[config.mk]
export PLATFORM = sky130hd
export DESIGN_NAME = serial_cfg_loader
export DESIGN_NICKNAME = d
export VERILOG_FILES = /design/src/rtl/cfg_loader_pkg.sv /design/src/rtl/cfg_wait_timer.sv /design/src/rtl/cfg_bit_shifter.sv /design/src/rtl/serial_cfg_loader.sv
export SDC_FILE = /design/constraint.sdc
export NUM_CORES = 1
export LEC_CHECK = 0
export CAP_MARGIN = 10
export CORE_ASPECT_RATIO = 0.5
export CORE_UTILIZATION = 30
export CTS_CLUSTER_DIAMETER = 60
export DETAILED_ROUTE_END_ITERATION = 8
export PLACE_DENSITY = 0.56
export SETUP_SLACK_MARGIN = 0.5
export SYNTH_ARGS = -nofsm -noshare
export SYNTH_HDL_FRONTEND = slang
export SYNTH_HIERARCHICAL = 1
export SYNTH_SLANG_ARGS = --single-unit
export TNS_END_PERCENT = 20
[constraint.sdc]
create_clock -name clk -period 8.61 [get_ports clk]
set_input_delay 1.722 -clock clk [delete_from_list [all_inputs] [get_ports clk]]
set_output_delay 1.722 -clock clk [all_outputs]
set_load 0.1 [all_outputs]
[src/rtl/cfg_loader_pkg.sv]
`timescale 1ns/1ps
package cfg_loader_pkg;

    localparam int BYTE_BITS = 8;

    typedef enum logic [2:0] {
        S_IDLE,
        S_PROG_ON,
        S_PROG_OFF,
        S_BYTE_CHK,
        S_SHIFT,
        S_FLUSH,
        S_FINISH
    } ld_state_e;

    typedef enum logic [1:0] {
        RES_OK      = 2'd0,
        RES_TIMEOUT = 2'd1,
        RES_CRC     = 2'd2,
        RES_UNSUPP  = 2'd3
    } ld_res_e;

endpackage

[src/rtl/cfg_wait_timer.sv]
`timescale 1ns/1ps
// Cycle counter for wait phases. It restarts at zero on request and flags
// expiry on the LIMIT-th cycle after the restart.
module cfg_wait_timer #(
    parameter int LIMIT = 500000
) (
    input  logic clk,
    input  logic rst_n,
    input  logic restart,
    output logic expired
);
    localparam int CW = $clog2(LIMIT + 1);
    localparam logic [CW-1:0] LAST = CW'(LIMIT - 1);

    logic [CW-1:0] cnt_q;

    always_ff @(posedge clk or negedge rst_n) begin
        if (!rst_n) begin
            cnt_q <= '0;
        end else if (restart) begin
            cnt_q <= '0;
        end else if (cnt_q != LAST) begin
            cnt_q <= cnt_q + CW'(1);
        end
    end

    assign expired = (cnt_q == LAST);
endmodule

[src/rtl/cfg_bit_shifter.sv]
`timescale 1ns/1ps
// Serialises one word MSB first. Each bit has HALF_CYC low cycles, then
// HALF_CYC high cycles. Data changes one cycle after the clock falls, so
// HALF_CYC must be at least 2. The clock is left high after the last bit.
module cfg_bit_shifter #(
    parameter int HALF_CYC = 2,
    parameter int W        = 8
) (
    input  logic         clk,
    input  logic         rst_n,
    input  logic         load,
    input  logic         halt,
    input  logic [W-1:0] word_in,
    output logic         busy,
    output logic         sclk,
    output logic         sdo
);
    localparam int PH_W = $clog2(2 * HALF_CYC);
    localparam int BI_W = (W > 1) ? $clog2(W) : 1;
    localparam logic [PH_W-1:0] RISE_PH = PH_W'(HALF_CYC - 1);
    localparam logic [PH_W-1:0] LAST_PH = PH_W'(2 * HALF_CYC - 1);
    localparam logic [BI_W-1:0] LAST_BI = BI_W'(W - 1);

    logic            active_q;
    logic [PH_W-1:0] ph_q;
    logic [BI_W-1:0] bi_q;
    logic [W-1:0]    sreg_q;
    logic            sclk_q;
    logic            sdo_q;

    always_ff @(posedge clk or negedge rst_n) begin
        if (!rst_n) begin
            active_q <= 1'b0;
            ph_q     <= '0;
            bi_q     <= '0;
            sreg_q   <= '0;
            sclk_q   <= 1'b0;
            sdo_q    <= 1'b0;
        end else if (halt) begin
            active_q <= 1'b0;
        end else if (load) begin
            active_q <= 1'b1;
            ph_q     <= '0;
            bi_q     <= '0;
            sreg_q   <= word_in;
            sclk_q   <= 1'b0;
        end else if (active_q) begin
            if (ph_q == '0) begin
                sdo_q <= sreg_q[W-1];
            end
            if (ph_q == RISE_PH) begin
                sclk_q <= 1'b1;
            end
            if (ph_q == LAST_PH) begin
                ph_q <= '0;
                if (bi_q == LAST_BI) begin
                    active_q <= 1'b0;
                end else begin
                    bi_q   <= bi_q + BI_W'(1);
                    sreg_q <= sreg_q << 1;
                    sclk_q <= 1'b0;
                end
            end else begin
                ph_q <= ph_q + PH_W'(1);
            end
        end
    end

    assign busy = active_q;
    assign sclk = sclk_q;
    assign sdo  = sdo_q;
endmodule

[src/rtl/serial_cfg_loader.sv]
`timescale 1ns/1ps
module serial_cfg_loader
    import cfg_loader_pkg::*;
#(
    parameter int HALF_CYC    = 2,
    parameter int TIMEOUT_CYC = 500000,
    parameter int CNT_W       = 16
) (
    input  logic             clk,
    input  logic             rst_n,
    input  logic             start,
    input  logic             readback,
    input  logic [CNT_W-1:0] byte_total,
    input  logic             in_valid,
    input  logic [7:0]       in_data,
    output logic             in_ready,
    output logic             cfg_prog,
    output logic             cfg_clk,
    output logic             cfg_din,
    input  logic             cfg_init,
    input  logic             cfg_done,
    output logic             busy,
    output logic             res_valid,
    output logic [1:0]       res_code
);
    ld_state_e        state_q, state_d;
    ld_res_e          res_q, res_d;
    logic [CNT_W-1:0] rem_q;
    logic             tmo;
    logic             restart;
    logic             crc_hit;
    logic             take;
    logic             sh_load, sh_halt, sh_busy;
    logic [BYTE_BITS-1:0] sh_word;
    logic             in_flush;

    assign crc_hit = cfg_init && !cfg_done;

    // state register and result code
    always_ff @(posedge clk or negedge rst_n) begin
        if (!rst_n) begin
            state_q <= S_IDLE;
            res_q   <= RES_OK;
        end else begin
            state_q <= state_d;
            res_q   <= res_d;
        end
    end

    // remaining byte count
    always_ff @(posedge clk or negedge rst_n) begin
        if (!rst_n) begin
            rem_q <= '0;
        end else if (state_q == S_IDLE && start) begin
            rem_q <= byte_total;
        end else if (take) begin
            rem_q <= rem_q - CNT_W'(1);
        end
    end

    // next state
    always_comb begin
        state_d = state_q;
        res_d   = res_q;
        unique case (state_q)
            S_IDLE: begin
                if (start) begin
                    if (readback) begin
                        res_d   = RES_UNSUPP;
                        state_d = S_FINISH;
                    end else begin
                        state_d = S_PROG_ON;
                    end
                end
            end
            S_PROG_ON: begin
                if (cfg_init) begin
                    state_d = S_PROG_OFF;
                end else if (tmo) begin
                    res_d   = RES_TIMEOUT;
                    state_d = S_FINISH;
                end
            end
            S_PROG_OFF: begin
                if (!cfg_init) begin
                    state_d = (rem_q == '0) ? S_FLUSH : S_BYTE_CHK;
                end else if (tmo) begin
                    res_d   = RES_TIMEOUT;
                    state_d = S_FINISH;
                end
            end
            S_BYTE_CHK: begin
                if (rem_q == '0) begin
                    state_d = S_FLUSH;
                end else if (crc_hit) begin
                    res_d   = RES_CRC;
                    state_d = S_FINISH;
                end else if (in_valid) begin
                    state_d = S_SHIFT;
                end
            end
            S_SHIFT: begin
                if (!sh_busy) begin
                    state_d = S_BYTE_CHK;
                end
            end
            S_FLUSH: begin
                if (cfg_done) begin
                    res_d   = RES_OK;
                    state_d = S_FINISH;
                end else if (tmo) begin
                    res_d   = RES_TIMEOUT;
                    state_d = S_FINISH;
                end
            end
            S_FINISH: begin
                state_d = S_IDLE;
            end
            default: begin
                state_d = S_IDLE;
            end
        endcase
    end

    // outputs and shifter control
    always_comb begin
        in_flush  = (state_q == S_FLUSH);
        cfg_prog  = (state_q == S_PROG_ON);
        busy      = (state_q != S_IDLE);
        res_valid = (state_q == S_FINISH);
        res_code  = res_q;
        in_ready  = (state_q == S_BYTE_CHK) && (rem_q != '0) && !crc_hit;
        take      = in_ready && in_valid;
        sh_halt   = in_flush && (cfg_done || tmo);
        sh_load   = take || (in_flush && !sh_busy && !cfg_done && !tmo);
        sh_word   = in_flush ? '1 : in_data;
        restart   = (state_d != state_q);
    end

    cfg_wait_timer #(
        .LIMIT (TIMEOUT_CYC)
    ) u_timer (
        .clk     (clk),
        .rst_n   (rst_n),
        .restart (restart),
        .expired (tmo)
    );

    cfg_bit_shifter #(
        .HALF_CYC (HALF_CYC),
        .W        (BYTE_BITS)
    ) u_shift (
        .clk     (clk),
        .rst_n   (rst_n),
        .load    (sh_load),
        .halt    (sh_halt),
        .word_in (sh_word),
        .busy    (sh_busy),
        .sclk    (cfg_clk),
        .sdo     (cfg_din)
    );
endmodule

# Word-level counts from Yosys, hierarchy flattened
# Cells that the tools add are included.
dict set report word_totals {
  elab_cells 111
  in_bits 31
  output_inout_bits 8
  regBits 56
}
dict set report classes {
  n_eq_ne 19
  bitwise_logic 2
  add_sub_neg 4
  n_reduce_logical 29
  muxes 47
}
# operator count
set op_table {}
lappend op_table {{$mux W3} 15}
lappend op_table {{$mux W8} 5}
lappend op_table {{$mux W19} 2}
lappend op_table {{$mux W16} 2}
lappend op_table {{$mux W2} 11}
lappend op_table {{$add A19 B1 Y19 const B} 1}
lappend op_table {{$eq A19 B19 Y1 const B} 1}
lappend op_table {{$ne A19 B19 Y1 const B} 1}
lappend op_table {{$pmux W3 S6} 1}
lappend op_table {{$logic_not A16 Y1} 1}
lappend op_table {{$reduce_bool A16 Y1} 1}
lappend op_table {{$sub A16 B1 Y16 const B} 1}
lappend op_table {{$ne A2 B2 Y1 const B} 7}
lappend op_table {{$eq A3 B3 Y1 const B} 4}
lappend op_table {{$mux W1} 10}
lappend op_table {{$pmux W2 S5} 1}
lappend op_table {{$logic_and A1 B1 Y1} 9}
lappend op_table {{$reduce_and A4 Y1} 2}
lappend op_table {{$reduce_bool A2 Y1} 4}
lappend op_table {{$reduce_and A7 Y1} 1}
lappend op_table {{$eq A3 B2 Y1 const B} 2}
lappend op_table {{$reduce_bool A5 Y1} 1}
lappend op_table {{$logic_not A1 Y1} 4}
lappend op_table {{$add A3 B1 Y3 const B} 1}
lappend op_table {{11 further kinds} 13}

# Depth between registers and ports, before layout
dict set report depth {
  depth_word 8
  depth_mapped 14
  depth_no_buf 11
}

# Modules after synthesis
# The synthesis kept the hierarchy.
# mod n_inst area_each_um2 cells_each seq_area_each_um2
set modules_own_cells {}
lappend modules_own_cells {serial_cfg_loader 1 1660.3 209 525.5}
lappend modules_own_cells {cfg_wait_timer 1 1061.0 113 475.5}
lappend modules_own_cells {cfg_bit_shifter 1 880.8 69 400.4}

# Worst setup path before layout
# OpenSTA, ideal clock, no wires.
dict set report synth_path {
  path_type {input -> output}
  start {in cfg_init}
  end {out in_ready}
  required_time_ns 6.888
  path_slack_ns 2.926
  n_path_buf 0
  cell_stages 2
  t_arrival_ns 3.962
  path_cell_list {nor2b_1 nor3_1}
}
dict set report synth_between {
  elab_chain_len 3
}
# element line
set synth_lines {}
lappend synth_lines {{from (decl)} serial_cfg_loader.sv:20} ;# input logic cfg_init,
lappend synth_lines {{$logic_and A1 B1 Y1} serial_cfg_loader.sv:37} ;# assign crc_hit = cfg_init && !cfg_done;
lappend synth_lines {{$logic_not A1 Y1} serial_cfg_loader.sv:132} ;# in_ready = (state_q == S_BYTE_CHK) && (rem_q != '0) && !crc_hit;
lappend synth_lines {{$logic_and A1 B1 Y1} serial_cfg_loader.sv:132}
lappend synth_lines {{to (decl)} serial_cfg_loader.sv:16} ;# output logic in_ready,
# Every way passes these cells.

# Worst setup path in the final report
dict set report layout_path {
  start {in cfg_done}
  end {out in_ready}
}
dict set report layout_between {
  elab_chain_len 4
}
# element line
set layout_lines {}
lappend layout_lines {{from (decl)} serial_cfg_loader.sv:21} ;# input logic cfg_done,
lappend layout_lines {{$logic_not A1 Y1} serial_cfg_loader.sv:37}
lappend layout_lines {{$logic_and A1 B1 Y1} serial_cfg_loader.sv:37}
lappend layout_lines {{$logic_not A1 Y1} serial_cfg_loader.sv:132}
lappend layout_lines {{$logic_and A1 B1 Y1} serial_cfg_loader.sv:132}
# Every way passes these cells.

==> key figures <==
Synthesis
  – Post-synth ARST share: 100%
  – Top area cells in the synthesized netlist: dfrtp_1 (39%), nor2_1 (3.5%), mux2_4 (3.3%)
  – Count leader, synth: dfrtp_1
  – Cell area after synthesis: 3600 µm²
  – Cells after Synth: 391
  – Net count after synthesis: ~430
  – Synth top cells by count: dfrtp_1 (56), nor2_1 (34), nand2_1 (24)
  – Sequential share of the synthesized area: 38.9%
  – Netlist cell types: 68
  – Ys flop type: dfrtp_1
  – Share of the synthesized area in the top cell type: 38.9%
  – Synthesis Warnings: 6
  – Syn Area/Cell: 9.21 µm²
  – Post-synth EDFFs: 0
  – Post-synth top area cell: dfrtp_1
  – Yosys reg bits: 56

Timing
  – Worst slew margin: 34.9%
  – Fin Clk Skew: 0.00943 ns
  – Max Slew Vio Count: 0
  – RSZ-0062 raised after global routing: no
  – Final hold violation count: 0
  – Period utilization: 66.8%
  – TNS Setup: 0 ns
  – Setup-failing EPs final: 0
  – Achievable frequency: 0.174 GHz
  – Actual slew at the worst max-slew pin: 0.973 ns
  – Smallest hold slack: 0.510 ns
  – Minimum clock period: 5.75 ns

Die
  – Die area: 12,500 µm²
  – Boundary Pins: 39
  – Core area: 11,400 µm²
  – Die span in y: 79.5 µm
  – FP Rows: 27
  – Die W: 157 µm
  – Starting Density: between 30% and 40%

Route
  – Via/cell ratio: 5.14
  – Final ANT Viol Nets: 0
  – DR vias: 2,969
  – Drt drc: 0
  – Drt pass-1 iters: 4
  – Initial DRC Count: between 150 and 200
  – Final wirelength: 8.02 mm
  – DR WL/cell: 13.9 µm

Global route
  – Initial antenna violation count: 0
  – Pin count of the biggest net entering global routing: 57
  – Grt ovf: 0
  – Number of global-route vias before repair: 2,840
  – First-pass GRT wire length: 13.8 mm
  – Total track usage: 13.9%

Worst setup path
  – Setup CP Type: primary input to output pin
  – Worst R2R Start: u_timer/cnt_q[0]
  – Critical Path Start: cfg_done
  – Worst-path fanout max: 7
  – CP required: 6.89 ns
  – CP Capture Type: output pin
  – Critical Path Source Type: primary input
  – Crit path DAT: 4.03 ns

Clock network
  – Clock-pin slew on the worst setup and hold paths: 0.08 ns
  – CTS tree: yes
  – CTS Hold Bufs: 0
  – Resized cells post-CTS: 0
  – CTS root buf: clkbuf_16
  – Clock sinks: 56
  – CTS max path bufs: 2
  – Postcts setup bufs: 0
  – CTS HTree Levels: 2
  – Worst skew pair latency: 0.30 ns
  – Num CTS Buffers: 5

Status
  – Status: finished clean

Layout
  – Share of cells above drive strength 1: 11.7%
  – Fin nets: 456
  – # diodes: 0
  – Area Overhead vs Synth: 18.7%

Place
  – HPWL after DPL: 5.67 mm
  – Routability cong.: ~0.82
  – IO buf count: 38

Power
  – VDD IR max: just under 0.00009 V
  – Leak: between 1.5 and 2 nW
  – Pwr/cell area: 301 nW/µm²

Min path
  – Worst hold start: u_shift/sreg_q[7]
  – HP Class: flip-flop to flip-flop

Flow run
  – Number of max-cap violations: 0
[cell usage in the layout, fill, tap and decap left out, drive strengths merged, types with 3 or more instances in the layout]
| master | n |
|---|---|
| nand3b | 4 |
| nand4 | 9 |
| inv | 19 |
| nor2 | 34 |
| o22ai | 4 |
| ha | 7 |
| nand3 | 10 |
| a31oi | 7 |
| clkbuf | 5 |
| nor2b | 6 |
| nand2 | 24 |
| a211o | 3 |
| nor4 | 15 |
| o211ai | 6 |
| o41ai | 4 |
| nor4b | 4 |
| dfrtp | 56 |
| a21oi | 13 |
| nor3b | 3 |
| and4 | 5 |
| or3b | 3 |
| or4b | 4 |
| o21ai | 21 |
| clkdlybuf4s50 | 37 |
| or2 | 5 |
| xor2 | 5 |
| buf | 4 |
| or4 | 6 |
| mux2 | 18 |
| xnor2 | 11 |
| nand2b | 11 |
| nor3 | 14 |
| or3 | 7 |
| o31ai | 3 |
| a211oi | 6 |
[layer usage]
layer / up-vias / GRT usage [%] / share of wire [%]
met1: 1415 / 19.1 / 52
met3: 5 / 2.82 / 2.7
met5: - / 0 / 0
met2: 35 / 22.4 / 44
li1: 1514 / - / -
met4: 0 / 3.04 / 0.74
[where the power goes]
part	switching, mW	total (mW)	internal (mW)
Sequential	0.101	0.450	0.348
Combinational	0.342	0.596	0.255
Clock	0.100	0.239	0.139
Total	0.544	1.29	0.741
[cell type report]
cell class	count	area [µm²]
Clock inverter	3	46.3
Fill cell	1162	7080
Clock buffer	5	125
Multi-Input combinational cell	296	2040
Inverter	18	67.6
Timing Repair Buffer	41	398
Sequential cell	56	1400
Tap cell	159	199
[flip-flops by register name (all words and copies together) (netlist names)]
signal and flops:
rem_q 16, res_code 2, state_q 3, u_shift/bi_q 3
u_shift/busy 1, u_shift/ph_q 2, u_shift/sclk 1, u_shift/sdo 1
u_shift/sreg_q 8, u_timer/cnt_q 19
[path summary, 6_finish.rpt]
check	slack, ns	end	cells past startpoint
min in group asynchronous	1.57	u_shift/bi_q[0]	2
min	0.51	u_shift/sreg_q[7]	1
max in group asynchronous	6.56	rem_q[10]	2
min reg2reg	0.51	u_shift/sreg_q[7]	1
max reg2reg	5.04	u_timer/cnt_q[5]	11
max	2.86	in_ready	4
[critical path, stage by stage]
cell and delay, ns:
clkdlybuf4s50_1 0.62, nor2b_1 0.16, nor3_1 0.32, clkdlybuf4s50_1 1.20
[cells by family (layout without fill, tap and decap cells)]
group / Yosys count / after routing / synth area share, %
xor gates and xnor gates: 16 / 16 / 3.89
muxes: 19 / 19 / 6.74
AOI/OAI and AO/OA: 85 / 85 / 16.2
adders and majority gates: 7 / 7 / 2.43
DFF: 56 / 56 / 38.9
and+or+nand+nor: 169 / 169 / 26.9
buffers and inverters: 39 / 67 / 4.90
[through the flow]
step | setup WS (ns) | std cells | instance area (µm²) | total power [mW] | util, %
floorplan | 2.93 | 391 | 3600 | 0.919 | -
global placement | 2.88 | 570 | 4100 | 1.05 | 36.2
detailed placement | 2.88 | 570 | 4100 | 1.05 | 36.2
CTS | 2.87 | 578 | 4280 | 1.30 | 37.7
global route | 2.81 | 578 | 4280 | 1.38 | 37.7
finish | 2.86 | 578 | 4280 | 1.29 | 37.7
Note: power is estimated with default switching activity, not from simulation.
